--- config.mk ---
export PLATFORM = sky130hd
export DESIGN_NAME = xbus_unit
export DESIGN_NICKNAME = d
export VERILOG_FILES = /design/src/rtl/xbus_pkg.sv /design/src/rtl/xbus_seq.sv /design/src/rtl/xbus_pins.sv /design/src/rtl/xbus_unit.sv
export SDC_FILE = /design/constraint.sdc
export NUM_CORES = 1
export LEC_CHECK = 0
export BUFFER_PORTS_ARGS = -buffer_cell sky130_fd_sc_hd__buf_2
export CORE_MARGIN = 2
export CORE_UTILIZATION = 48
export CTS_CLUSTER_DIAMETER = 50
export DETAILED_ROUTE_END_ITERATION = 10
export HOLD_SLACK_MARGIN = 0.08
export PLACE_DENSITY_LB_ADDON = 0.2
export SYNTH_ARGS = -nofsm -noshare
export SYNTH_HDL_FRONTEND = slang
export SYNTH_HIERARCHICAL = 1
export SYNTH_SLANG_ARGS = --single-unit
--- constraint.sdc ---
create_clock -name clk -period 3.46 [get_ports clk]
set_input_delay 0.519 -clock clk [delete_from_list [all_inputs] [get_ports clk]]
set_output_delay 0.519 -clock clk [all_outputs]
set_load 0.02 [all_outputs]
--- src/rtl/xbus_pkg.sv ---
package xbus_pkg;

    localparam int ADDR_W  = 16;
    localparam int DATA_W  = 16;
    localparam int SPACE_W = 2;
    localparam int N_SPACE = 3;

    typedef enum logic [SPACE_W-1:0] {
        SP_PROG = 2'd0,
        SP_DATA = 2'd1,
        SP_IO   = 2'd2,
        SP_NONE = 2'd3
    } space_e;

    typedef enum logic {
        ST_IDLE = 1'b0,
        ST_XFER = 1'b1
    } bus_state_e;

    typedef struct packed {
        logic              wr;
        space_e            space;
        logic [ADDR_W-1:0] addr;
        logic [DATA_W-1:0] wdata;
    } xfer_t;

    function automatic logic strobe_n(input logic active, input space_e sp, input int idx);
        return !(active && (int'(sp) == idx));
    endfunction

endpackage

--- src/rtl/xbus_seq.sv ---
module xbus_seq
    import xbus_pkg::*;
(
    input  logic              clk,
    input  logic              rst,
    input  logic              req_valid,
    input  xfer_t             req_in,
    output logic              req_ready,
    input  logic              ext_ready,
    input  logic [DATA_W-1:0] ext_din,
    output logic              busy,
    output xfer_t             cur,
    output logic              rsp_done,
    output logic [DATA_W-1:0] rsp_rdata
);

    bus_state_e state_q;
    xfer_t      cur_q;
    logic       done_q;
    logic [DATA_W-1:0] rdata_q;

    logic accept;
    logic finish;

    assign accept = (state_q == ST_IDLE) && req_valid;
    assign finish = (state_q == ST_XFER) && ext_ready;

    always_ff @(posedge clk) begin
        if (rst) begin
            state_q <= ST_IDLE;
            cur_q   <= '0;
            done_q  <= 1'b0;
            rdata_q <= '0;
        end else begin
            done_q <= 1'b0;
            unique case (state_q)
                ST_IDLE: begin
                    if (accept) begin
                        cur_q   <= req_in;
                        state_q <= ST_XFER;
                    end
                end
                ST_XFER: begin
                    if (finish) begin
                        state_q <= ST_IDLE;
                        done_q  <= 1'b1;
                        if (!cur_q.wr) begin
                            rdata_q <= ext_din;
                        end
                    end
                end
                default: state_q <= ST_IDLE;
            endcase
        end
    end

    assign req_ready = (state_q == ST_IDLE);
    assign busy      = (state_q == ST_XFER);
    assign cur       = cur_q;
    assign rsp_done  = done_q;
    assign rsp_rdata = rdata_q;

endmodule

--- src/rtl/xbus_pins.sv ---
module xbus_pins
    import xbus_pkg::*;
(
    input  logic               busy,
    input  xfer_t              cur,
    input  logic               rd_mode,
    input  logic               off_n,
    output logic [ADDR_W-1:0]  ext_addr,
    output logic               ext_addr_oe,
    output logic [DATA_W-1:0]  ext_dout,
    output logic               ext_dout_oe,
    output logic [N_SPACE-1:0] sel_n,
    output logic               ext_rw,
    output logic               ext_rd_n,
    output logic               ext_ctl_oe
);

    logic rd_active;
    logic wr_active;

    assign wr_active = busy && cur.wr;
    assign rd_active = busy && !cur.wr;

    for (genvar g = 0; g < N_SPACE; g++) begin : g_sel
        assign sel_n[g] = strobe_n(busy, cur.space, g);
    end

    assign ext_rw   = !wr_active;
    assign ext_rd_n = rd_mode ? !ext_rw : !rd_active;

    assign ext_addr    = cur.addr;
    assign ext_dout    = cur.wdata;
    assign ext_addr_oe = off_n;
    assign ext_ctl_oe  = off_n;
    assign ext_dout_oe = off_n && wr_active;

endmodule

--- src/rtl/xbus_unit.sv ---
module xbus_unit
    import xbus_pkg::*;
(
    input  logic              clk,
    input  logic              rst,
    input  logic              req_valid,
    output logic              req_ready,
    input  logic              req_write,
    input  logic [1:0]        req_space,
    input  logic [15:0]       req_addr,
    input  logic [15:0]       req_wdata,
    output logic              rsp_done,
    output logic [15:0]       rsp_rdata,
    input  logic              rd_mode,
    input  logic              ext_off_n,
    input  logic              ext_ready,
    output logic [15:0]       ext_addr,
    output logic              ext_addr_oe,
    output logic [15:0]       ext_dout,
    output logic              ext_dout_oe,
    input  logic [15:0]       ext_din,
    output logic              ext_prog_n,
    output logic              ext_data_n,
    output logic              ext_io_n,
    output logic              ext_rw,
    output logic              ext_rd_n,
    output logic              ext_ctl_oe
);

    xfer_t              req_in;
    xfer_t              cur;
    logic               busy;
    logic [N_SPACE-1:0] sel_n;

    assign req_in.wr    = req_write;
    assign req_in.space = space_e'(req_space);
    assign req_in.addr  = req_addr;
    assign req_in.wdata = req_wdata;

    xbus_seq i_seq (
        .clk       (clk),
        .rst       (rst),
        .req_valid (req_valid),
        .req_in    (req_in),
        .req_ready (req_ready),
        .ext_ready (ext_ready),
        .ext_din   (ext_din),
        .busy      (busy),
        .cur       (cur),
        .rsp_done  (rsp_done),
        .rsp_rdata (rsp_rdata)
    );

    xbus_pins i_pins (
        .busy        (busy),
        .cur         (cur),
        .rd_mode     (rd_mode),
        .off_n       (ext_off_n),
        .ext_addr    (ext_addr),
        .ext_addr_oe (ext_addr_oe),
        .ext_dout    (ext_dout),
        .ext_dout_oe (ext_dout_oe),
        .sel_n       (sel_n),
        .ext_rw      (ext_rw),
        .ext_rd_n    (ext_rd_n),
        .ext_ctl_oe  (ext_ctl_oe)
    );

    assign ext_prog_n = sel_n[int'(SP_PROG)];
    assign ext_data_n = sel_n[int'(SP_DATA)];
    assign ext_io_n   = sel_n[int'(SP_IO)];

endmodule

# Word level (Yosys, flattened, before mapping)
# Index checks and enable logic that the tools add are counted.
dict set report op_classes {
  reduce_logical 18
  mux 5
  n_bitwise 2
  eq_ne 2
}
# op n
set ops {}
lappend ops {{$logic_and 1x1->1} 8}
lappend ops {{$logic_not 1->1} 6}
lappend ops {{$eq 2x2->1 const B} 2}
lappend ops {{$mux 1} 4}
lappend ops {{$reduce_and 3->1} 1}
lappend ops {{$logic_not 2->1} 1}
lappend ops {{$not 1->1} 2}
lappend ops {{$pmux 1 s2} 1}
lappend ops {{$reduce_and 2->1} 1}
lappend ops {{$reduce_or 2->1} 1}
dict set report totals {
  elab_cells 34
  input_bits 57
  out_inout_bits 58
  reg_bits 53
}

# Logic depth before layout (Yosys ltp)
# Gate-level depths: netlist (run 1).
dict set report logic_depth {
  word_depth 4
  depth_mapped 5
  ltp_nobuf 3
}

# By module
# The synthesis (run 1) kept the hierarchy.
# module area_per_inst_um2 seq_area_each_um2 cells_per_inst n_inst
set modules_own_cells {}
lappend modules_own_cells {xbus_seq 1858.0 1061.0 232 1}
lappend modules_own_cells {xbus_pins 304.0 0.0 41 1}

# Worst setup path before layout (run 1)
# OpenSTA, ideal clock, no wires.
dict set report synth_timing {
  kind {register to output}
  start {register i_seq.state_q (netlist: i_seq/busy)}
  end {output port ext_prog_n}
  slack_ns 1.995
  n_path_buf 0
  required_time_ns 2.941
  arrival_ns 0.946
  stages_incl_launch_ff 2
  cell_sequence {dfxtp_1 -> or3b_1}
}
dict set report synth_via {
  elab_chain_cells 2
}
# element line
set synth_lines {}
lappend synth_lines {{start, declared} xbus_seq.sv:17} ;# bus_state_e state_q;
lappend synth_lines {{start signal, assigned} xbus_seq.sv:30} ;# state_q <= ST_IDLE;
lappend synth_lines {{start signal, assigned} xbus_seq.sv:40} ;# state_q <= ST_XFER;
lappend synth_lines {{start signal, assigned} xbus_seq.sv:45} ;# state_q <= ST_IDLE;
lappend synth_lines {{$logic_and 1x1->1} xbus_pkg.sv:28} ;# return !(active && (int'(sp) == idx));
lappend synth_lines {{$logic_not 1->1} xbus_pkg.sv:28}
lappend synth_lines {{end, declared} xbus_unit.sv:22} ;# output logic ext_prog_n,
# No other way between the ends.

# Worst setup path in the final report (run 1)
# Same ends and word-level chain as after synthesis.

==> results of run 1 <==
through the flow:
| stage | setup WS [ps] | std cells | hold slack [ps] |
|---|---|---|---|
| global placement | 1628 | 390 | 438.0 |
| finish | 1537 | 398 | 451.4 |
| detailed placement | 1614 | 390 | 443.0 |
| CTS | 1514 | 398 | 443.4 |
| floorplan | 1995 | 273 | 436.7 |
| global route | 1450 | 398 | 444.9 |
layer usage:
metal  wire length (um)  up-vias
met4                 23        0
met1               1821      802
met2               2137       66
met3                412        2
li1                   -      969
met5                  0        -
power by group through the flow:
stage | Clock [uW] | Sequential, uW | Combinational [uW]
after floorplan | 0 | 679 | 142
after global placement | 0 | 672 | 185
after detailed placement | 0 | 673 | 187
after CTS | 381 | 659 | 187
after global routing | 405 | 663 | 206
final | 369 | 658 | 184
sequential cells by signal, indices dropped and copies added (netlist names):
| name | flops |
|---|---|
| i_seq/cur | 35 |
| i_seq/rsp_done | 1 |
| i_seq/rsp_rdata | 16 |
| i_seq/busy | 1 |
critical path, stage by stage, from the launching register on:
cell     delay, ps
dfxtp_1        560
or3b_1         390
buf_2          170
synth_stat cells (all sizes together):
cell type  instances
nand2            104
dfxtp             53
a21oi             52
buf               45
clkbuf             6
nand3b             3
inv                2
nand2b             2
and3               1
and3b              1
mux2i              1
nor2               1
nor2b              1
or3b               1
worst paths after layout:
kind,from,to,cells past startpoint
setup reg to reg,i_seq/busy,i_seq/cur[32],4
hold reg to reg,i_seq/cur[2],i_seq/cur[2],2
hold / removal,i_seq/cur[2],i_seq/cur[2],2
setup / recovery,i_seq/busy,ext_prog_n,2
final cells by class:
cell class	count	area [um^2]
clock inverter	1	5.005
tap	52	65.06
fill	447	1800
clock buffer	7	96.34
sequential	53	1061
timing repair buffer	116	585.6
inverter	2	7.507
multi-input combinational	167	733.2
cell families (layout without fill, tap and decap cells):
logic type / after synthesis / after routing
AOI/OAI and AO/OA: 52 / 52
buffers and inverters: 53 / 126
and+or+nand+nor: 114 / 114
muxes: 1 / 1
DFF: 53 / 53
==> impl_results.md, run 1 <==
* Synthesized flop and latch total at 53
* Complex-gate fraction of the synthesized area at 12.04%
* Syn Std Cell Area at 2162 um^2
* Synth Instances at 273
* Syn_nets at 330
* Nets at 402
* R2R Setup Slk at 1800 ps
* Startpoint Class: flip-flop
* Clock Path Buffers at 2
* Cts hold-fix bufs at 0
* Critical Path AT at 1400 ps
* First-pass GRT wire length at 7.196 mm
* Sequential share of power at 54.3%
* GR Util met1 at 20.23%
* Hold Vio Cnt, Final at 0
* Overflow left after global routing at 0
* Final wirelength at 4.395 mm
* Biggest area contributors in the synthesized netlist: dfxtp_1, nand2_1, buf_4
* Post-route cell area at 2554 um^2
* Die height at 71.12 um
* Clock share of power at 30.4%
* ANT nets after route at 0
* Final Max Slew Viols at 0
* Root Buffer: clkbuf_8
* Total clock sinks at 53
* Clk_lat worst skew at 290 ps
* Switching share of power at 26.30%
* Final Setup Violations at 0
* Post-synthesis mux area share at 0.4630%
* CTS tree: yes
* Gp weighted congestion at 0.7487
* Setup TNS Final at 0 ps
* Post-synth cell types at 16
* Most area-hungry cell type in the Yosys netlist: dfxtp_1
* Post-layout util at 58.65%
* Top Usage Layer GRT: met2
* Largest net degree at the start of global routing at 54
* FP Rows at 24
* DRT iter0 DRCs at 78
* Seq/Total Area, Yosys at 49.07%
* Simple logic cell fraction of the synthesized area at 21.30%
* Met2 Resource Use GR at 29.49%
* Fmax at 520.0 MHz
* Final min period at 1923 ps
* Leading cell type in the layout, fill and taps excluded: buf_2
* Vias at 1,839
* Total power at 1211 uW
* Vias in the first global route at 1,687
* CTS clk-pin slew, worst paths at 90 ps
* Initial Utilization at 49.66%
* Detailed Place HPWL at 3.031 mm
* Rel. slew slack at 35.67%
* Post-Synth XOR/XNOR Area at 0%
* Synth top area share at 49.07%
* Worst Path Required at 2940 ps
* Critical path class: flip-flop to output port
* CORE AREA at 4354 um^2
* Worst IR drop on VDD at 0.2089 mV
* Sw Pwr at 318.6 uW
* Outcome: finished, final reports clean
* H-tree depth at 2
* Antenna cell count at 0
* RSZ-0062 raised after global routing: false
* Combinational power share at 15.2%
* M3 GR Usage at 7.692%
* Endpoint type of the worst setup path: output port
* Total Die Area at 5057 um^2
* Area Growth Syn to Fin at 18.11%
* Initial antenna violation count at 0
* Max-Cap Viols at 0
* Die W at 71.12 um
* Placed inst area at 2452 um^2
* P per Cell Area at 474.4 nW/um^2
* Final Cycle Share at 55.59%
* Adder-cell share of the synthesized area at 0%
* Setup repair bufs after CTS at 0
* Tightest Pin Transition at 965.0 ps
* Hold Path Class: flip-flop to flip-flop
* Syn avg cell area at 7.920 um^2
* Pleak at 0.001227 uW
* Routed WL per cell at 11.04 um
* Post_cts resized at 0
* Top-level port count at 115
* Power Internal at 892.7 uW
* Most frequent cells in the layout: buf_2, nand2_1, dfxtp_1
* Clock Skew at 3.071 ps
* Largest family of logic cells by synthesized area: simple AND/OR/NAND/NOR gates
* Number of remaining DRC errors at 0
* First-pass DRT Iterations at 3
* Total track usage at 17.42%
* I/O Buffers at 114
* Detail-routed via count per cell at 4.621
* Worst Path Max Fanout at 13
* Share of cells above drive strength 1 at 36.42%
* CTS Buf Count at 5
* Ys Warns at 6
No activity file was read; power rests on OpenSTA's default activity.
==> run 2, diff against run 1 <==
Settings changed: CORE_UTILIZATION 48 to 40.
Clock period 3.46 ns to 1.71 ns, I/O delays scaled along.
==> run 2 against run 1 <==
Net effect:
- critical path depth did not move
- highest routed layer unchanged
- worst hold slack got worse by 270 ps
- via count rose by 0.49%
- utilization fell by 8.2 points
- register-to-register slack got worse by 1200 ps
- sequential share of layout area fell by 0.83 points
- critical endpoint unchanged
==> impl_results.md, run 2 (same netlist as run 1, synthesis figures left out) <==
* Outcome: finished, final reports clean
* First-pass DRT Iterations at 4 (+1)
* Post_cts resized at 0 (unchanged)
* Most frequent cells in the layout: buf_2, nand2_1, a21oi_1, dfxtp_1, buf_4
* Leading cell type in the layout, fill and taps excluded: buf_2
* RSZ-0062 raised after global routing: false
* Initial Utilization at 41.80% (-7.9 points)
* Post-route cell area at 2609 um^2 (+2.2%)
* Overflow left after global routing at 0 (unchanged)
* Total clock sinks at 53 (unchanged)
* Startpoint Class: flip-flop
* Area of the multi-input gates at 733.2 um^2 (unchanged)
* Nets at 407 (+1.2%)
* Final Setup Violations at 0 (unchanged)
* First-pass GRT wire length at 7.314 mm (+1.6%)
* Critical Path AT at 1270 ps (-130 ps)
* Max FFs per register at 35 (unchanged)
* Setup TNS Final at 0 ps (unchanged)
* Vias at 1,848 (+0.49%)
* Final Max Slew Viols at 0 (unchanged)
* Routed WL per cell at 10.63 um (-3.8%)
* P per Cell Area at 909.4 nW/um^2 (+92%)
* Pleak at 0.001247 uW (+1.6%)
* Fmax at 657.0 MHz
* Crit Reg-Reg Startpoint: i_seq/busy
* CTS clk-pin slew, worst paths at 90 ps (about the same)
* Clock Path Buffers at 2 (unchanged)
* I/O Buffers at 114 (unchanged)
* Worst Path Max Fanout at 13 (unchanged)
* Final Cycle Share at 89.01%
* Top-level port count at 115 (unchanged)
* Setup repair bufs after CTS at 0 (unchanged)
* Root Buffer: clkbuf_8
* Area Growth Syn to Fin at 20.66%
* FILL cells at 548 (+23%)
* Cts hold-fix bufs at 0 (unchanged)
* CTS tree: yes
* Non-filler cells, final at 421 (+5.8%)
* Vias in the first global route at 1,642 (-2.7%)
* DRT iter0 DRCs at 36 (-54%)
* Hold Crit Depth at 3 (+1)
* Hold path start: ext_din[7]
* H-tree depth at 2 (unchanged)
* Placed insts at 413 (+5.9%)
* Critical path class: flip-flop to output port
* Worst IR drop on VDD at 0.4208 mV (+100%)
* FP Rows at 26 (+8.3%)
* Register area at 1062 um^2 (+0.12%)
* Final wirelength at 4.474 mm (+1.8%)
* ANT nets after route at 0 (unchanged)
* Detail-routed via count per cell at 4.390 (-5.0%)
* Depth of the most critical reg-to-reg path at 4 (unchanged)
* Die W at 77.52 um (+9.0%)
* Total track usage at 14.87% (-2.6 points)
* Worst Path Required at 1450 ps (-1490 ps)
* Antenna cell count at 0 (unchanged)
* Critical Path Source: i_seq/busy
* Clock Skew at 3.905 ps (+0.8339 ps)
* Largest net degree at the start of global routing at 54 (unchanged)
* CORE AREA at 5172 um^2 (+19%)
* Max-Cap Viols at 0 (unchanged)
* Placed inst area at 2525 um^2 (+3.0%)
* Final min period at 1522 ps
* Die height at 77.52 um (+9.0%)
* Tightest Pin Transition at 237.5 ps (-727.5 ps)
* CTS Buf Count at 5 (unchanged)
* Initial antenna violation count at 0 (unchanged)
* Share of cells above drive strength 1 at 37.32% (+0.91 points)
* Endpoint type of the worst setup path: output port
* Rel. slew slack at 84.17% (+49 points)
* Number of remaining DRC errors at 0 (unchanged)
* Gp weighted congestion at 0.6995 (-6.6%)
* Detailed Place HPWL at 3.198 mm (+5.5%)
* Hold Vio Cnt, Final at 0 (unchanged)
* Clk_lat worst skew at 290 ps (about the same)
* Hold Path Class: input port to flip-flop
* Total Die Area at 6009 um^2 (+19%)
==> run 2: cell count changes in the layout (fill, tap and decap cells not counted) <==
cell      change
clkbuf_1      +1
clkbuf_8      -2
buf_12        +1
dfxtp_2       +1
dfxtp_1       -1
clkinv_2      +1
buf_4         +4
==> run 2: path summary, 6_finish.rpt <==
check,slack [ps],endpoint
max reg2reg,590,i_seq/cur[5]
min reg2reg,450,i_seq/cur[6]
min,180,i_seq/rsp_rdata[7]
max,190,ext_prog_n
==> run 2: stage by stage <==
stage	hold WS [ps]	setup slack (ps)	total power [uW]	util, %
detailed placement	443.0	379.3	1755	48.81
global placement	438.4	405.4	1750	48.81
global route	172.8	120.2	2518	50.44
floorplan	379.2	507.7	1661	-
CTS	173.5	45.11	2419	50.41
finish	184.7	187.9	2372	50.44
==> run 2: layer usage <==
| layer | track usage, % | routed length (um) | up-vias | share of wire, % |
|---|---|---|---|---|
| met3 | 6.628 | 446 | 7 | 10 |
| met4 | 4.286 | 48 | 0 | 1.1 |
| met5 | 0 | 0 | - | 0 |
| met2 | 23.91 | 1964 | 72 | 44 |
| li1 | - | - | 982 | - |
| met1 | 17.96 | 2015 | 787 | 45 |
==> run 2: critical path, stage by stage, from the launching register on <==
cell and delay, ps:
dfxtp_2 450, or3b_1 360, buf_2 160
==> run 2: final cells by class <==
cell class / count / share of cell area, %
multi-input combinational: 167 / 28.11
clock buffer: 6 / 2.782
timing repair buffer: 121 / 24.36
sequential: 53 / 40.72
inverter: 2 / 0.2878
tap: 70 / 3.357
clock inverter: 2 / 0.3837
==> run 2: power breakdown <==
part / internal, uW / total [uW] / leakage [uW] / switching (uW)
Clock: 284 / 652 / 0.0000450 / 368
Combinational: 154 / 387 / 0.000768 / 234
Sequential: 1300 / 1330 / 0.000434 / 34.7
Total: 1740 / 2370 / 0.00125 / 636
